## src/rtl/wdog_pkg.sv

```systemverilog
package wdog_pkg;
  localparam int DW = 16;

  localparam logic [2:0] A_CTRL = 3'd0;
  localparam logic [2:0] A_TO   = 3'd1;
  localparam logic [2:0] A_WIN  = 3'd2;
  localparam logic [2:0] A_FLAG = 3'd3;
  localparam logic [2:0] A_SVC  = 3'd4;
  localparam logic [2:0] A_CNT  = 3'd5;

  localparam int B_EN    = 0;
  localparam int B_FRZ   = 1;
  localparam int B_CLK   = 2;
  localparam int B_SLK   = 3;
  localparam int B_HLK   = 4;
  localparam int B_ITR   = 5;
  localparam int B_WIN   = 6;
  localparam int B_RINV  = 7;
  localparam int B_KEYED = 8;
  localparam int MAP_LSB = 12;

  localparam logic [DW-1:0] SVC_W1 = 16'hA602;
  localparam logic [DW-1:0] SVC_W2 = 16'hB480;
  localparam logic [DW-1:0] UNL_W1 = 16'hC520;
  localparam logic [DW-1:0] UNL_W2 = 16'hD928;

  typedef enum logic [1:0] {ST_IDLE, ST_SVC1, ST_UNL1} svc_st_e;

  function automatic logic [DW-1:0] key_next(input logic [DW-1:0] k);
    return k * 16'd17 + 16'd3;
  endfunction
endpackage

```

## src/rtl/wdog_svc.sv

```systemverilog
module wdog_svc
  import wdog_pkg::*;
#(
  parameter int CW = 16
) (
  input  logic          clk,
  input  logic          rst,
  input  logic          wr,
  input  logic [DW-1:0] wdata,
  input  logic          keyed,
  input  logic          winm,
  input  logic [CW-1:0] cnt,
  input  logic [CW-1:0] win,
  output logic          ok,
  output logic          bad,
  output logic          unlk,
  output logic [DW-1:0] key
);
  svc_st_e       st_q, st_n;
  logic [DW-1:0] key_q;
  logic [DW-1:0] w1, w2;
  logic          in_win;

  assign w1     = keyed ? key_next(key_q) : SVC_W1;
  assign w2     = keyed ? key_next(w1) : SVC_W2;
  assign in_win = !winm || (cnt < win);
  assign key    = key_q;

  always_comb begin
    st_n = st_q;
    ok   = 1'b0;
    bad  = 1'b0;
    unlk = 1'b0;
    if (wr) begin
      st_n = ST_IDLE;
      if (st_q == ST_SVC1 && wdata == w2) begin
        if (in_win) ok = 1'b1;
        else        bad = 1'b1;
      end else if (wdata == w1) begin
        if (in_win) st_n = ST_SVC1;
        else        bad = 1'b1;
      end else if (wdata == UNL_W1) begin
        st_n = ST_UNL1;
      end else if (st_q == ST_UNL1 && wdata == UNL_W2) begin
        unlk = 1'b1;
      end else begin
        bad = 1'b1;
      end
    end
  end

  always_ff @(posedge clk) begin
    if (rst) begin
      st_q  <= ST_IDLE;
      key_q <= '0;
    end else begin
      st_q <= st_n;
      if (ok && keyed) key_q <= w2;
    end
  end

  // one outcome per service word at most
  assert_svc_onehot_R3: assert property (@(posedge clk) disable iff (rst)
    $onehot0({ok, bad, unlk}));
  // the key moves only on a completed keyed service
  assert_key_hold_R7: assert property (@(posedge clk) disable iff (rst)
    !(ok && keyed) |=> $stable(key_q));
endmodule

```

## src/rtl/wdog_cnt.sv

```systemverilog
module wdog_cnt #(
  parameter int CW = 16
) (
  input  logic          clk,
  input  logic          rst,
  input  logic          en,
  input  logic          frz,
  input  logic          halt,
  input  logic          itr,
  input  logic [CW-1:0] to_val,
  input  logic          reload,
  input  logic          flag_clr,
  input  logic          inv_rst,
  output logic [CW-1:0] cnt,
  output logic          irq,
  output logic          rst_req
);
  logic [CW-1:0] cnt_q;
  logic          flag_q, rst_q;
  logic          run, expire;

  assign run    = en && !(frz && halt);
  assign expire = run && (cnt_q == '0) && !reload;

  always_ff @(posedge clk) begin
    if (rst) begin
      cnt_q  <= to_val;
      flag_q <= 1'b0;
      rst_q  <= 1'b0;
    end else begin
      if (!en || reload)   cnt_q <= to_val;
      else if (run) begin
        if (cnt_q == '0)   cnt_q <= to_val;
        else               cnt_q <= cnt_q - 1'b1;
      end
      if (expire && itr && !flag_q) flag_q <= 1'b1;
      else if (flag_clr)            flag_q <= 1'b0;
      if ((expire && (!itr || flag_q)) || inv_rst) rst_q <= 1'b1;
    end
  end

  assign cnt     = cnt_q;
  assign irq     = flag_q;
  assign rst_req = rst_q;

  // a reset request is held until reset
  assert_rst_sticky_R4: assert property (@(posedge clk) disable iff (rst)
    rst_q |=> rst_q);
  // frozen counter does not move
  assert_freeze_R12: assert property (@(posedge clk) disable iff (rst)
    (en && frz && halt && !reload) |=> $stable(cnt_q));
  // in escalation mode a first expiry never requests reset
  assert_itr_first_R5: assert property (@(posedge clk) disable iff (rst)
    (itr && !flag_q && !inv_rst && !rst_q) |=> !rst_q);
endmodule

```

## src/rtl/wdog_regs.sv

```systemverilog
module wdog_regs
  import wdog_pkg::*;
#(
  parameter int            CW       = 16,
  parameter int            NMAST    = 4,
  parameter int            MIDW     = 2,
  parameter logic [CW-1:0] RESET_TO = '1
) (
  input  logic            clk,
  input  logic            rst,
  input  logic            req,
  input  logic            we,
  input  logic [MIDW-1:0] mst,
  input  logic [2:0]      addr,
  input  logic [DW-1:0]   wdata,
  input  logic [CW-1:0]   cnt_val,
  input  logic [DW-1:0]   key_val,
  input  logic            flag,
  input  logic            svc_bad,
  input  logic            unlk,
  output logic            en,
  output logic            frz,
  output logic            itr,
  output logic            winm,
  output logic            keyed,
  output logic [CW-1:0]   to_val,
  output logic [CW-1:0]   win_val,
  output logic            wr_svc,
  output logic            flag_clr,
  output logic            inv_rst,
  output logic            bus_err,
  output logic [DW-1:0]   rdata
);
  localparam int            MSLOTS    = 1 << MIDW;
  localparam logic [DW-1:0] MAP_FIELD = DW'(((1 << NMAST) - 1) << MAP_LSB);
  localparam logic [DW-1:0] HLK_BIT   = DW'(1) << B_HLK;
  localparam logic [DW-1:0] WMASK     = (16'h01FF & ~HLK_BIT) | MAP_FIELD;

  logic [DW-1:0]     ctrl_q;
  logic [CW-1:0]     to_q, win_q;
  logic [MSLOTS-1:0] map_ext;
  logic              mst_ok, locked, rinv, inv, cfg_wr;
  logic [DW-1:0]     rmux;

  assign map_ext = MSLOTS'(ctrl_q[MAP_LSB +: NMAST]);
  assign mst_ok  = map_ext[mst];
  assign locked  = ctrl_q[B_SLK] | ctrl_q[B_HLK];
  assign en      = ctrl_q[B_EN];
  assign frz     = ctrl_q[B_FRZ];
  assign itr     = ctrl_q[B_ITR];
  assign winm    = ctrl_q[B_WIN];
  assign keyed   = ctrl_q[B_KEYED];
  assign rinv    = ctrl_q[B_RINV];
  assign to_val  = to_q;
  assign win_val = win_q;

  always_comb begin
    inv = 1'b0;
    if (req) begin
      if (!mst_ok) inv = 1'b1;
      else if (we) begin
        case (addr)
          A_CTRL, A_TO, A_WIN: inv = locked;
          A_FLAG:              inv = 1'b0;
          A_SVC:               inv = svc_bad;
          default:             inv = 1'b1;
        endcase
      end else begin
        inv = (addr > A_CNT);
      end
    end
  end

  assign wr_svc   = req && we && mst_ok && (addr == A_SVC);
  assign flag_clr = req && we && mst_ok && (addr == A_FLAG) && wdata[0];
  assign cfg_wr   = req && we && mst_ok && !locked;
  assign inv_rst  = inv && rinv && en;

  always_comb begin
    case (addr)
      A_CTRL:  rmux = ctrl_q;
      A_TO:    rmux = DW'(to_q);
      A_WIN:   rmux = DW'(win_q);
      A_FLAG:  rmux = DW'(flag);
      A_SVC:   rmux = key_val;
      A_CNT:   rmux = DW'(cnt_val);
      default: rmux = '0;
    endcase
  end

  always_ff @(posedge clk) begin
    if (rst) begin
      ctrl_q  <= MAP_FIELD;
      to_q    <= RESET_TO;
      win_q   <= '0;
      bus_err <= 1'b0;
      rdata   <= '0;
    end else begin
      bus_err <= inv && !(rinv && en);
      rdata   <= (req && !we && !inv) ? rmux : '0;
      if (unlk) ctrl_q[B_SLK] <= 1'b0;
      if (cfg_wr) begin
        case (addr)
          A_CTRL:  ctrl_q <= (wdata & WMASK) | ((ctrl_q | wdata) & HLK_BIT);
          A_TO:    to_q   <= wdata[CW-1:0];
          A_WIN:   win_q  <= wdata[CW-1:0];
          default: ;
        endcase
      end
    end
  end

  // hard lock is only cleared by reset
  assert_hlk_sticky_R8: assert property (@(posedge clk) disable iff (rst)
    ctrl_q[B_HLK] |=> ctrl_q[B_HLK]);
  // hard-locked timing values do not change
  assert_hlk_freeze_R8: assert property (@(posedge clk) disable iff (rst)
    ctrl_q[B_HLK] |=> ($stable(to_q) && $stable(win_q)));
  // a denied read returns zero
  assert_denied_read_R11: assert property (@(posedge clk) disable iff (rst)
    (req && !we && !mst_ok) |=> (rdata == '0));
endmodule

```

## src/rtl/wdog_win.sv

```systemverilog
module wdog_win
  import wdog_pkg::*;
#(
  parameter int            CW       = 16,
  parameter int            NMAST    = 4,
  parameter int            MIDW     = (NMAST > 1) ? $clog2(NMAST) : 1,
  parameter logic [CW-1:0] RESET_TO = 16'h0100
) (
  input  logic            clk,
  input  logic            rst,
  input  logic            bus_req,
  input  logic            bus_we,
  input  logic [MIDW-1:0] bus_mst,
  input  logic [2:0]      bus_addr,
  input  logic [15:0]     bus_wdata,
  input  logic            dbg_halt,
  output logic [15:0]     bus_rdata,
  output logic            bus_err,
  output logic            irq,
  output logic            rst_req
);
  logic          en, frz, itr, winm, keyed;
  logic [CW-1:0] to_val, win_val, cnt;
  logic          wr_svc, flag_clr, inv_rst;
  logic          svc_ok, svc_bad, unlk;
  logic [DW-1:0] key;

  wdog_regs #(.CW(CW), .NMAST(NMAST), .MIDW(MIDW), .RESET_TO(RESET_TO)) u_regs (
    .clk(clk), .rst(rst), .req(bus_req), .we(bus_we), .mst(bus_mst),
    .addr(bus_addr), .wdata(bus_wdata), .cnt_val(cnt), .key_val(key),
    .flag(irq), .svc_bad(svc_bad), .unlk(unlk), .en(en), .frz(frz),
    .itr(itr), .winm(winm), .keyed(keyed), .to_val(to_val),
    .win_val(win_val), .wr_svc(wr_svc), .flag_clr(flag_clr),
    .inv_rst(inv_rst), .bus_err(bus_err), .rdata(bus_rdata)
  );

  wdog_svc #(.CW(CW)) u_svc (
    .clk(clk), .rst(rst), .wr(wr_svc), .wdata(bus_wdata), .keyed(keyed),
    .winm(winm), .cnt(cnt), .win(win_val), .ok(svc_ok), .bad(svc_bad),
    .unlk(unlk), .key(key)
  );

  wdog_cnt #(.CW(CW)) u_cnt (
    .clk(clk), .rst(rst), .en(en), .frz(frz), .halt(dbg_halt), .itr(itr),
    .to_val(to_val), .reload(svc_ok), .flag_clr(flag_clr),
    .inv_rst(inv_rst), .cnt(cnt), .irq(irq), .rst_req(rst_req)
  );
endmodule

```

## config.mk

```make
export PLATFORM = sky130hd
export DESIGN_NAME = wdog_win
export DESIGN_NICKNAME = d
export VERILOG_FILES = /design/src/rtl/wdog_pkg.sv /design/src/rtl/wdog_svc.sv /design/src/rtl/wdog_cnt.sv /design/src/rtl/wdog_regs.sv /design/src/rtl/wdog_win.sv
export SDC_FILE = /design/constraint.sdc
export NUM_CORES = 1
export LEC_CHECK = 0
export BUFFER_PORTS_ARGS = -buffer_cell sky130_fd_sc_hd__buf_2
export CELL_PAD_IN_SITES_DETAIL_PLACEMENT = 0
export CELL_PAD_IN_SITES_GLOBAL_PLACEMENT = 1
export CORE_UTILIZATION = 44
export DETAILED_ROUTE_END_ITERATION = 10
export HOLD_SLACK_MARGIN = 0.03
export PLACE_DENSITY_LB_ADDON = 0.25
export REMOVE_ABC_BUFFERS = 1
export SLEW_MARGIN = 10
export SYNTH_ARGS = -nofsm -noshare
export SYNTH_HDL_FRONTEND = slang
export SYNTH_HIERARCHICAL = 1
export SYNTH_SLANG_ARGS = --single-unit
```

## constraint.sdc

```tcl
create_clock -name clk -period 5.45 [get_ports clk]
set_input_delay 0.8175 -clock clk [delete_from_list [all_inputs] [get_ports clk]]
set_output_delay 0.8175 -clock clk [all_outputs]
set_load 0.1 [all_outputs]
```

# [Yosys cells after proc, flatten, opt, wreduce, memory -nomap -nowiden]
# Index checks and enable logic that the tools add are counted.
# Widths: inputs -> output; s select.
[classes] multipliers=2 n_bitwise=4 order_cmp=3 reduce_logical=45 n_eq_ne=11 addsub=3 n_mux=36
[ops] operator="$mux 16" n=6
[ops] operator="$pmux 16 s6" n=1
[ops] operator="$add 16x2->16 const B" n=2
[ops] operator="$eq 16x16->1" n=2
[ops] operator="$eq 16x16->1 const B" n=2
[ops] operator="$mul 16x5->16 const B" n=2
[ops] operator="$logic_and 1x1->1" n=22
[ops] operator="$mux 1" n=22
[ops] operator="$logic_not 16->1" n=1
[ops] operator="$lt 16x16->1" n=1
[ops] operator="$or 16x5->16" n=1
[ops] operator="$sub 16x1->16 const B" n=1
[ops] operator="$logic_not 1->1" n=10
[ops] operator="$mux 4" n=2
[ops] operator="$eq 3x2->1 const B" n=2
[ops] operator="$eq 3x3->1 const B" n=2
[ops] operator="$mux 2" n=3
[ops] operator="$reduce_and 2->1" n=3
[ops] operator="$or 5x5->5" n=1
[ops] operator="$logic_or 1x1->1" n=4
[ops] operator="$eq 3x1->1 const B" n=1
[ops] operator="$gt 3x3->1 const B" n=1
[ops] operator="$logic_not 3->1" n=1
[ops] operator="$lt 2x3->1 const B" n=1
[ops] operator="10 further kinds" n=10
[word_totals] wordCells=115 reg_bits=101 in_bits=26 out_inout_bits=19

# [Depth between registers and ports, before layout]
# Gate-level depths: netlist of the first run.
[logic_depth] word_depth=18 ltp_mapped=28 depth_no_buf=26

# [Cells and area by module]
# The synthesis of the first run kept the hierarchy.
[modules_own_cells] mod="wdog_svc" area_per_inst_um2=4545.6 seq_area_each_um2=360.3 n_inst=1 cells_each=610
[modules_own_cells] mod="wdog_regs" area_per_inst_um2=3022.9 seq_area_each_um2=1241.2 n_inst=1 cells_each=301
[modules_own_cells] mod="wdog_cnt" area_per_inst_um2=1153.6 seq_area_each_um2=520.5 n_inst=1 cells_each=93

# [Worst setup path before layout of the first run]
# No wires, ideal clock.
[synth_path] path_kind="flip-flop to flip-flop" start="reg u_svc.key_q[3] (netlist: u_svc/key[3])" end="reg u_cnt.cnt_q[10] (netlist: u_cnt/cnt[10]) (data pin)" path_buffers=2 period_less_slack_ns=6.015 setup_time_ns=0.260 slack_ns=-0.565 path_stages_with_launch=25 t_arrival_ns=5.754 required_ns=5.190 cell_sequence="dfxtp_1 -> ha_1 -> ha_1 -> o21ai_0 -> nor2b_1 -> o311ai_0 -> nand3_1 -> nand3_1 -> inv_1 -> ha_1 -> ha_1 -> clkbuf_1 -> a21o_1 -> a211oi_1 -> mux2i_1 -> nand4_1 -> xor2_1 -> mux2i_2 -> xnor2_2 -> nor4_1 -> nand2b_1 -> nor2_1 -> a21boi_2 -> buf_6 -> mux2_4"
[synth_between] elab_chain_len=13
[synth_rtl] element="from (decl)" line="wdog_svc.sv:20" text="logic [DW-1:0] key_q;"
[synth_rtl] element="from (signal assigned)" line="wdog_svc.sv:58" text="if (ok && keyed) key_q <= w2;"
[synth_rtl] element="$mul 16x5->16" line="wdog_pkg.sv:30" text="return k * 16'd17 + 16'd3;"
[synth_rtl] element="$add 16x2->16" line="wdog_pkg.sv:30"
[synth_rtl] element="$mux 16" line="wdog_svc.sv:24" text="assign w1 = keyed ? key_next(key_q) : SVC_W1;"
[synth_rtl] element="$mul 16x5->16" line="wdog_pkg.sv:30"
[synth_rtl] element="$add 16x2->16" line="wdog_pkg.sv:30"
[synth_rtl] element="$mux 16" line="wdog_svc.sv:25" text="assign w2 = keyed ? key_next(w1) : SVC_W2;"
[synth_rtl] element="$eq 16x16->1" line="wdog_svc.sv:36" text="if (st_q == ST_SVC1 && wdata == w2) begin"
[synth_rtl] element="$logic_and 1x1->1" line="wdog_svc.sv:36"
[synth_rtl] element="$mux 1" line="wdog_svc.sv:36"
[synth_rtl] element="$mux 1" line="wdog_svc.sv:34" text="if (wr) begin"
[synth_rtl] element="via svc_ok" line="wdog_win.sv:25" text="logic svc_ok, svc_bad, unlk;"
[synth_rtl] element="$logic_or 1x1->1" line="wdog_cnt.sv:31" text="if (!en || reload) cnt_q <= to_val;"
[synth_rtl] element="$mux 16" line="wdog_cnt.sv:31"
[synth_rtl] element="$mux 16" line="wdog_cnt.sv:26" text="if (rst) begin"
[synth_rtl] element="to (signal assigned)" line="wdog_cnt.sv:27" text="cnt_q <= to_val;"
[synth_rtl] element="to (signal assigned)" line="wdog_cnt.sv:31"
[synth_rtl] element="to (signal assigned)" line="wdog_cnt.sv:33" text="if (cnt_q == '0) cnt_q <= to_val;"
[synth_rtl] element="to (decl)" line="wdog_cnt.sv:18" text="logic [CW-1:0] cnt_q;"
# The timed path passes the listed nets, and every way through them passes these cells.
# A chain may end at the register's enable or synchronous reset.

# [Final worst setup path of the first run]
[layout_path] start="reg u_svc.key_q[1] (netlist: u_svc/key[1])" end="reg u_cnt.cnt_q[13] (netlist: u_cnt/cnt[13]) (data pin)"
# The elaborated chain is that of the path after synthesis.

==> metrics.md, run 1 <==
| Metric | Value |
|---|---|
| Worst path bufs/invs | 5 |
| Cell count along the critical path | 27 |
| IO buf count | 44 |
| Leak | 4.99 nW |
| Final WL | 30.8 mm |
| CTS Root Cell | clkbuf_16 |
| Initial Util | 44.8% |
| Crit path capture | u_cnt/cnt[13] |
| Reg2reg end | u_cnt/cnt[13] |
| Main flop type after synthesis | dfxtp_1 |
| Adder-Cell Fraction of Synth Area | 9.50% |
| Failing checks | setup timing |
| Vias/cell | 5.91 |
| Yosys reg bits | 98 |
| Simple-Gate Fraction of Synth Area | 25.8% |
| Clock share of power | 40.4% |
| Clock Latency Late Sink | 0.34 ns |
| Synth Area in Compound Gates | 16.7% |
| Multiplexer area fraction after synthesis | 13.1% |
| Fraction of layout cells with a size suffix above 1 | 34.4% |
| Count of cell types in the netlist | 86 |
| Minimum clock period | 5.66 ns |
| GP Congestion | 0.964 |
| Crit path from | u_svc/key[1] |
| Fin Clk Skew | 0.00693 ns |
| RSZ-0062 raised after global routing | yes |
| Crit path top cell by count | ha_4 |
| CP required | 5.54 ns |
| First-pass GRT wire length | 46.7 mm |
| Die area | 0.0204 mm² |
| Grt total ovfl | 0 |
| Initial antenna violation count | 0 |
| Most frequent cells in the layout | 183 x buf_4, 79 x dfxtp_1, 71 x nor2_1 |
| Via Count | 8712 |
| Largest family of logic cells by synthesized area | simple AND/OR/NAND/NOR gates |
| Antenna cells | 0 |
| Hold path cells | 2 |
| Nets | 1295 |
| Combined area of all synthesized cells | 0.00872 mm² |
| Reg2reg setup slack | -0.21 ns |
| Routed Antenna Nets | 0 |
| Final setup violation count | 34 |
| Slowest stage delay, CP | 0.42 ns |
| Final Util | 59.7% |
| Status | complete, but fails checks |
| # IOs | 45 |
| Vias in the first global route | 8436 |
| Worst hold path type | flop to flop |
| Xor/xnor cell area share of the yosys netlist | 5.78% |
| CP arrival | 5.75 ns |
| FF-to-FF Start | u_svc/key[1] |
| FP Rows | 51 |
| Slew headroom | 14.3% |
| Logic gate share of total power | 14.5% |
| TritonCTS buffer count | 9 |
| Area Growth Syn to Fin | 33.2% |
| Max Fclk | 0.177 GHz |
| Delay-heaviest family, CP | simple AND/OR/NAND/NOR gates |
| GRT Util Overall | 30.2% |
| Pin count of the biggest net entering global routing | 54 |
| Final Hold Viols | 0 |
| YS warnings | 6 |
| CTS clk-pin slew, worst paths | 0.07 ns |
| Reg2Reg Depth | 27 |
| Async set-reset flop share out of synthesis | 0% |
| Worst slew pin tran | 1.28 ns |
| Syn Area/Cell | 8.69 µm² |
| Sequential element share of the synthesized area | 24.3% |
| Routed len/inst | 20.9 µm |
| CP Launch Type | flop |
| Slowest cell on the critical path | or3_4 |
| Die W | 143 µm |
| Die height | 143 µm |
| Nature of the critical path endpoint | flop |
| P_sw | 431 µW |
| Pre-antenna DRT Iters | 5 |
| CTS H-Tree Depth | 3 |
| Slew Limit Fails | 0 |
| Pwr/cell area | 143 mW/mm² |
| Initial drt markers | 646 |
| EDFF count, synth | 16 |
| Peak supply drop | 0.147 mV |
| Cells after synthesis | 1004 |
| Crit path kind | flop to flop |
| Reg power frac | 45.0% |
| Clock sink count | 98 |
| Bufs on Longest Clock Path | 2 |
| Hpwl dp | 22.0 mm |
| DRC | 0 |
| Hold_buf cts | 0 |
| Final worst slack | -0.214 ns |
| Crit-path max FO | 8 |
| Switching part of the total | 25.9% |
| CTS tree | yes |
| Int Pwr | 1.23 mW |
| Max-cap violations | 0 |
| Period utilization | 104% |
| Core box area | 0.0195 mm² |
| Tot Pwr | 1.66 mW |
| Most common cell after layout, fill and taps aside | buf_4 |
worst min-delay path, delay by kind of cell, from the launching register on:
family	cells	cell delay, ns
simple gates	1	0.06
flops	1	0.32
compound gates	1	0.06
layout make-up:
type                    instances  area (µm²)
fillers                      1699        7840
multi-input cells             810        6850
flip-flops and latches         98        2130
repair buffers                244        1840
well taps                     265         332
clock buffers                  13         272
inverters                      41         156
clock inverters                 3        45.0
sequential cells by signal, summed over array words and instances, names as in the netlist:
register        count
u_svc/key          16
u_regs/ctrl_q      13
u_regs/bus_err      1
u_cnt/irq           1
u_regs/to_val      16
u_svc/st_q          2
u_regs/win_val     16
u_regs/rdata       16
u_cnt/rst_req       1
u_cnt/cnt          16
what timing repair did:
action / CTS / global route
cloned: 2 / 1
setup buffers: 34 / 14
resized for setup: 85 / 57
endpoints found under the setup margin: 50 / 51
pin swaps: 38 / 37
logic make-up after synthesis:
family          count (synthesis)
compound gates                198
flops                          98
buf+inv                        96
fa+ha+maj                      65
mux                           105
xor+xnor                       52
simple gates                  390
Yosys cell counts, drive strengths merged, types with 8 or more instances:
master   n  share of area, %
a22oi   20               1.7
nand3b   8              0.69
a31oi   10              0.72
xor2    13               1.4
and3    11              0.79
or3     10              0.72
a21o    16               1.4
clkbuf  32               1.4
xnor2   38               4.1
nor2b   23               1.6
o21ai   25               1.4
nand2   52               2.2
a211oi  12               1.1
nor2    75               3.3
nand2b  70               5.0
buf     23               1.6
nand3   34               2.0
nor4    16               1.1
nand4   21               2.0
dfxtp   82                19
inv     40               1.7
o22a     9              0.90
mux2    39               5.5
nor3    19               1.3
nor4b    8              0.80
o211ai   8              0.69
ha      63               9.0
nand4b   9               1.1
mux2i   66               7.6
edfxtp  16               5.5
a21oi   29               1.7
layer usage:
layer / vias to the layer above / track usage [%] / share of wire (%)
met1: 4203 / 37.9 / 42
met3: 86 / 2.41 / 4.5
met2: 312 / 52.7 / 49
met5: - / 0 / 0
met4: 0 / 13.7 / 4.6
li1: 4111 / - / -
power by group through the flow:
stage | Sequential (mW) | Clock (mW) | Combinational (mW)
after floorplan | 0.768 | 0 | 0.115
after global placement | 0.765 | 0 | 0.222
after detailed placement | 0.765 | 0 | 0.223
after CTS | 0.748 | 0.682 | 0.234
after global routing | 0.749 | 0.718 | 0.256
final | 0.749 | 0.672 | 0.242
how the worst min path moves through the flow:
stage,from,slack [ns],to
2_1_floorplan,u_svc/st_q[0],0.45,u_svc/st_q[0]
3_3_place_gp,u_svc/st_q[1],0.47,u_svc/st_q[1]
3_5_place_dp,u_svc/st_q[1],0.48,u_svc/st_q[1]
4_1_cts,u_svc/st_q[1],0.49,u_svc/st_q[1]
5_1_grt,u_svc/st_q[1],0.52,u_svc/st_q[1]
6_report,u_svc/st_q[1],0.49,u_svc/st_q[1]
per-stage QoR:
step / area [µm²] / TNS, ns / worst slack, ns / hold WS [ns] / std cells
floorplan: 8460 / -28.65 / -1.04 / 0.449 / 949
global placement: 10200 / -14.39 / -0.476 / 0.472 / 1409
detailed placement: 10200 / -17.35 / -0.553 / 0.482 / 1409
CTS: 11200 / -2.93 / -0.180 / 0.488 / 1461
global route: 11600 / -10.65 / -0.351 / 0.516 / 1474
finish: 11600 / -5.63 / -0.214 / 0.490 / 1474
Power figures use the tool's default switching activity.
==> run 2: changes to the inputs <==
==> constraint.sdc (replaced) <==
create_clock -name clk -period 5.45 [get_ports clk]
set_input_delay 0.2725 -clock clk [delete_from_list [all_inputs] [get_ports clk]]
set_output_delay 0.2725 -clock clk [all_outputs]
set_load 0.1 [all_outputs]
==> run 2 against run 1 <==
Effect of this change: the flow still finishes with violations (setup timing); register-to-register slack improved by 0.07 ns; sequential share of layout area increased by 0.30 points; clock-buffer cell count decreased by 3; flip-flop and latch count unchanged; routed wire length decreased by 3.3%; core utilization decreased by 0.96 points; highest routed layer unchanged; global-route usage decreased by 0.85 points; cell count decreased by 2.1%.
==> metrics.md, run 2 (synthesis results as in run 1) <==
| Metric | Value |
|---|---|
| CTS tree | yes |
| Grt total ovfl | 0 (unchanged) |
| Reg2Reg Depth | 24 (-11%) |
| Final WL | 29.8 mm (-3.3%) |
| Initial drt markers | 613 (-5.1%) |
| Die area | 0.0204 mm² (unchanged) |
| CP Launch Type | flop |
| GRT Util Overall | 29.4% (-0.85 points) |
| Worst slew pin tran | 1.11 ns (-0.174 ns) |
| Area Growth Syn to Fin | 31.1% |
| Worst hold path type | input port to flop |
| Int Pwr | 1.25 mW (+1.3%) |
| Setup tns final | -2.54 ns (+3.09 ns) |
| Max-cap violations | 0 (unchanged) |
| Crit path kind | flop to flop |
| Most common cell after layout, fill and taps aside | buf_4 |
| Reg2reg setup slack | -0.15 ns (+0.07 ns) |
| Final setup violation count | 32 (-5.9%) |
| Final worst slack | -0.148 ns (+0.0655 ns) |
| Slowest cell on the critical path | or3_4 |
| Placed Cells | 1407 (-0.14%) |
| Dpl ws | -0.547 ns (+0.00610 ns) |
| Reg2reg end | u_cnt/cnt[0] |
| Leak | 4.89 nW (-2.0%) |
| Hold path cells | 3 (+1) |
| Nature of the critical path endpoint | flop |
| Routed len/inst | 20.6 µm (-1.2%) |
| Antenna cells | 0 (unchanged) |
| Fin cells | 1443 (-2.1%) |
| Clock sink count | 98 (unchanged) |
| First-pass GRT wire length | 45.4 mm (-2.8%) |
| Pwr/cell area | 148 mW/mm² (+3.2%) |
| Delay-heaviest family, CP | simple AND/OR/NAND/NOR gates |
| Pin count of the biggest net entering global routing | 62 (+15%) |
| Initial antenna violation count | 0 (unchanged) |
| Vias/cell | 5.88 (-0.58%) |
| FP Rows | 51 (unchanged) |
| Via Count | 8479 (-2.7%) |
| Die W | 143 µm (unchanged) |
| Final Util | 58.7% (-0.96 points) |
| Hold EP | u_regs/bus_err |
| Crit path from | u_svc/key[1] |
| Vias in the first global route | 8057 (-4.5%) |
| Logic gate share of total power | 14.0% (-0.5 points) |
| FF-to-FF Start | u_svc/key[1] |
| IO buf count | 44 (unchanged) |
| Tot Pwr | 1.69 mW (+1.5%) |
| Clock Latency Late Sink | 0.35 ns (about the same) |
| CTS clk-pin slew, worst paths | 0.07 ns (about the same) |
| Cell Chain, Critical Path | buf_6 -> inv_4 -> ha_4 -> inv_2 -> fa_2 -> nand4b_4 -> buf_6 -> a211oi_4 -> o31ai_2 -> mux2_4 -> ha_4 -> ha_4 -> nand3_4 -> or3_4 -> and2_4 -> a2111oi_4 -> nand4_1 -> nand4b_1 -> nor4_2 -> nand2b_4 -> nor2_2 -> a21boi_4 -> clkbuf_16 -> mux2_4 |
| CTS H-Tree Depth | 3 (unchanged) |
| Failing checks | setup timing |
| Initial Util | 44.8% (unchanged) |
| Switching part of the total | 26.1% (+0.17 points) |
| P_sw | 440 µW (+2.2%) |
| DRC | 0 (unchanged) |
| CTS Root Cell | clkbuf_16 |
| GP Congestion | 0.957 (-0.69%) |
| RSZ-0062 raised after global routing | yes |
| Die height | 143 µm (unchanged) |
| Hold WS | 0.245 ns (-0.245 ns) |
| Crit-path max FO | 8 (unchanged) |
| Status | complete, but fails checks |
| Clock share of power | 41.6% (+1.2 points) |
| Slew headroom | 25.4% (+11 points) |
| Final Instance Area | 0.0114 mm² (-1.6%) |
| Nets | 1264 (-2.4%) |
| Max Fclk | 0.179 GHz (+1.2%) |
| Hpwl dp | 21.8 mm (-0.56%) |
| Most frequent cells in the layout | 155 x buf_4, 79 x dfxtp_1, 71 x nor2_1 |
| Crit path top cell by count | ha_4 |
| Fin Clk Skew | 0.00639 ns (-0.000534 ns) |
| CP arrival | 5.70 ns (-0.05 ns) |
| Hold path startpoint | bus_req |
| Minimum clock period | 5.60 ns (-0.0655 ns) |
| Bufs on Longest Clock Path | 2 (unchanged) |
| Peak supply drop | 0.137 mV (-6.9%) |
| Pre-antenna DRT Iters | 4 (-1) |
| TritonCTS buffer count | 9 (unchanged) |
| Fraction of layout cells with a size suffix above 1 | 32.6% (-1.8 points) |
| Reg power frac | 44.3% (-0.7 points) |
| Area after DPL | 0.0102 mm² (-0.15%) |
| Slew Limit Fails | 0 (unchanged) |
| Core box area | 0.0195 mm² (unchanged) |
| Final Hold Viols | 0 (unchanged) |
| CP required | 5.55 ns (about the same) |
| Period utilization | 103% (-1.2 points) |
| Slowest stage delay, CP | 0.39 ns (-0.03 ns) |
| Worst path bufs/invs | 5 (unchanged) |
| Routed Antenna Nets | 0 (unchanged) |
| # IOs | 45 (unchanged) |
-- run 2: routing by layer --
metal / part of all wire (%) / up-vias / track usage [%]
li1: - / 4067 / -
met1: 43 / 4106 / 36.8
met2: 49 / 244 / 51.8
met3: 4.0 / 62 / 3.12
met4: 3.6 / 0 / 10.9
met5: 0 / - / 0
-- run 2: worst min-delay path: cells and delay by family --
family / cells / cell delay, ns
buffers and inverters: 1 / 0.12
and+or+nand+nor: 1 / 0.10
AOI/OAI and AO/OA: 1 / 0.05
-- run 2: final cells by class --
cell class	instances	area, µm²
fill	1708	8030
timing repair buffer	213	1600
tap	265	332
clock inverter	6	90.1
clock buffer	10	239
inverter	41	156
sequential	98	2130
multi-input combinational	810	6890
-- run 2: timing repair --
item,CTS,global route
pin swaps,36,26
setup endpoints to repair,50,50
gates cloned,2,0
resized for setup,80,61
hold buffers,0,0
buffers inserted,10,10
-- run 2: worst max path at each step --
stage	to	slack, ns	cells after the start
floorplan	u_cnt/cnt[0]	-1.04	22
global placement	u_cnt/cnt[8]	-0.52	25
detailed placement	u_cnt/cnt[13]	-0.55	27
CTS	u_cnt/cnt[5]	-0.09	29
global route	u_cnt/cnt[4]	-0.29	26
finish	u_cnt/cnt[0]	-0.15	24
-- run 2: power groups by stage --
stage	clock network (mW)	registers [mW]	logic, mW
2_1_floorplan	0	0.768	0.115
3_3_place_gp	0	0.765	0.219
3_5_place_dp	0	0.765	0.220
4_1_cts	0.710	0.748	0.229
5_1_grt	0.742	0.749	0.252
6_report	0.703	0.749	0.237
==> run 3: changes to the inputs <==
--- a/config.mk
+++ b/config.mk
@@ -12,2 +12,3 @@
 export DETAILED_ROUTE_END_ITERATION = 10
+export GPL_TIMING_DRIVEN = 0
 export HOLD_SLACK_MARGIN = 0.03
==> constraint.sdc (replaced) <==
create_clock -name clk -period 5.45 [get_ports clk]
set_input_delay 0.8175 -clock clk [delete_from_list [all_inputs] [get_ports clk]]
set_output_delay 0.8175 -clock clk [all_outputs]
set_load 0.1 [all_outputs]
==> run 3 against run 2 <==
Effect of this change: register-to-register slack better by 0.04 ns; critical endpoint is now u_cnt/cnt[11]; clock skew is 0.0027 ns higher; cell area is 7.6% lower; the run still ends with setup timing left; die area stayed put; sequential share of layout area is 1.8 points higher.
==> metrics.md, run 3 (synthesis results as in run 1) <==
| Metric | Value |
|---|---|
| Status | complete, but fails checks |
| Failing checks | setup timing |
| Peak supply drop | 0.176 mV (+28%) |
| Cell Chain, Critical Path | inv_4 -> ha_4 -> inv_2 -> fa_2 -> nand4b_4 -> a211oi_4 -> o31ai_2 -> mux2_4 -> ha_4 -> ha_4 -> nand3_1 -> or3_4 -> and2_4 -> a2111oi_4 -> nand4_1 -> nand4b_1 -> nor4_4 -> nand2b_4 -> nor2_4 -> a21boi_4 -> clkbuf_16 -> mux2_4 |
| First-pass GRT wire length | 43.9 mm (-3.3%) |
| Hold EP | u_svc/st_q[0] |
| Die area | 0.0204 mm² (unchanged) |
| Final WL | 28.4 mm (-4.6%) |
| CTS H-Tree Depth | 3 (unchanged) |
| Dpl ws | -2.44 ns (-1.89 ns) |
| Hold path cells | 2 (-1) |
| Worst path bufs/invs | 3 (-2) |
| Delay-heaviest family, CP | simple AND/OR/NAND/NOR gates |
| Crit path kind | flop to flop |
| Leak | 4.26 nW (-13%) |
| Initial Util | 44.8% (unchanged) |
| Worst hold path type | flop to flop |
| Period utilization | 102% (-0.72 points) |
| Final setup violation count | 16 (-50%) |
| Pwr/cell area | 155 mW/mm² (+4.7%) |
| Via Count | 8100 (-4.5%) |
| GP Congestion | 0.965 (+0.82%) |
| Bufs on Longest Clock Path | 2 (unchanged) |
| Clock Latency Late Sink | 0.35 ns (about the same) |
| Initial drt markers | 523 (-15%) |
| Nature of the critical path endpoint | flop |
| Minimum clock period | 5.56 ns (-0.0394 ns) |
| Final Instance Area | 0.0106 mm² (-7.6%) |
| Pre-antenna DRT Iters | 5 (+1) |
| Hpwl dp | 19.7 mm (-9.7%) |
| # IOs | 45 (unchanged) |
| FP Rows | 51 (unchanged) |
| Die height | 143 µm (unchanged) |
| Area after DPL | 0.00903 mm² (-11%) |
| CP required | 5.55 ns (about the same) |
| CP arrival | 5.66 ns (-0.04 ns) |
| Slowest cell on the critical path | or3_4 |
| Max-cap violations | 0 (unchanged) |
| Hold path startpoint | u_svc/st_q[0] |
| Routed len/inst | 21.3 µm (+3.3%) |
| Slowest stage delay, CP | 0.40 ns (about the same) |
| Number of fill cells | 1837 (+7.6%) |
| Initial antenna violation count | 0 (unchanged) |
| Max Fclk | 0.180 GHz (+0.71%) |
| DRC | 0 (unchanged) |
| Antenna cells | 0 (unchanged) |
| Vias in the first global route | 7614 (-5.5%) |
| Fin Clk Skew | 0.00912 ns (+0.00273 ns) |
| GRT Util Overall | 28.4% (-1.0 points) |
| Reg2reg end | u_cnt/cnt[11] |
| Clock sink count | 98 (unchanged) |
| Area Growth Syn to Fin | 21.1% |
| Crit path top cell by count | ha_4 |
| Pin count of the biggest net entering global routing | 90 (+45%) |
| Routed Antenna Nets | 0 (unchanged) |
| CTS tree | yes |
| CTS clk-pin slew, worst paths | 0.07 ns (about the same) |
| Vias/cell | 6.08 (+3.4%) |
| RSZ-0062 raised after global routing | yes |
| Core box area | 0.0195 mm² (unchanged) |
| Grt total ovfl | 0 (unchanged) |
| Crit-path max FO | 6 (-2) |
| Tot Pwr | 1.63 mW (-3.2%) |
| Most frequent cells in the layout | 71 x nor2_1, 70 x dfxtp_1, 69 x nand2b_1 |
| Fraction of layout cells with a size suffix above 1 | 26.3% (-6.3 points) |
| Final worst slack | -0.109 ns (+0.0394 ns) |
| Slew Limit Fails | 0 (unchanged) |
| Hold WS | 0.487 ns (+0.242 ns) |
| Final Hold Viols | 0 (unchanged) |
| Slew headroom | 12.5% (-13 points) |
| FF-to-FF Start | u_svc/key[1] |
| Worst slew pin tran | 1.31 ns (+0.201 ns) |
| Die W | 143 µm (unchanged) |
| CP Launch Type | flop |
| Reg2reg setup slack | -0.11 ns (+0.04 ns) |
| Most common cell after layout, fill and taps aside | nor2_1 |
| IO buf count | 44 (unchanged) |
| TritonCTS buffer count | 9 (unchanged) |
| Nets | 1154 (-8.7%) |
| Reg2Reg Depth | 22 (-8.3%) |
| CTS Root Cell | clkbuf_16 |
==> run 3: changes by cell type in the layout (fill, tap and decap cells not counted), sizes merged <==
cell      before  now
buf          212  100
bufinv         2    1
clkbuf        11   13
clkinv         4    2
clkinvlp       1    3
nand3         34   35
==> run 3: cell type report <==
cell class | instances | area (µm²) | share of cell area (%)
clock inverters | 4 | 48.8 | 0.462
repair inverters | 1 | 5.00 | 0.0474
multi-input cells | 811 | 6900 | 65.3
inverters | 41 | 160 | 1.52
repair buffers | 101 | 713 | 6.75
flip-flops and latches | 98 | 2150 | 20.4
clock buffers | 12 | 258 | 2.44
well taps | 265 | 332 | 3.14
==> run 3: how the worst max path moves through the flow <==
stage	start	endpoint	slack [ns]	depth (start not counted)
2_1_floorplan	u_svc/key[3]	u_cnt/cnt[0]	-1.04	22
3_3_place_gp	u_regs/ctrl_q[8]	u_cnt/cnt[15]	-3.10	18
4_1_cts	u_svc/key[1]	u_cnt/cnt[14]	-0.06	22
6_report	u_svc/key[1]	u_cnt/cnt[11]	-0.11	22
3_5_place_dp	u_svc/key[3]	u_cnt/cnt[5]	-2.44	22
5_1_grt	u_svc/key[1]	u_cnt/rst_req	-0.30	27
==> run 3: per-layer routing <==
metal,routed length (µm),GRT usage [%]
met5,0,0
met4,919,11.0
met3,1330,3.52
met2,13600,48.0
met1,12600,36.7
==> run 3: where the power goes <==
| part | internal [mW] | total (mW) | switching (mW) |
|---|---|---|---|
| sequential | 0.737 | 0.746 | 0.00900 |
| clock | 0.384 | 0.662 | 0.278 |
| combinational | 0.0857 | 0.226 | 0.140 |
| total | 1.21 | 1.63 | 0.427 |
==> run 3: timing repair <==
item | CTS | global route
buffers inserted | 48 | 7
gates cloned | 2 | 1
endpoints found under the setup margin | 52 | 45
pin swaps | 41 | 4
resized for setup | 141 | 9
hold buffers | 0 | 0
==> run 3: through the flow <==
stage,std cells,utilization (%),setup TNS (ns)
floorplan,949,-,-28.65
global placement,1258,46.3,-134.54
detailed placement,1259,46.4,-99.04
CTS,1325,53.8,-0.750
global route,1333,54.3,-4.59
finish,1333,54.3,-1.40
==> run 3: worst register-to-register path, delay by kind of cell (launching register included) <==
kind / cells / cell delay, ns
simple gates: 9 / 1.97
flops: 1 / 0.37
mux: 2 / 0.63
fa+ha+maj: 4 / 1.04
buf+inv: 3 / 0.30
compound gates: 4 / 1.02
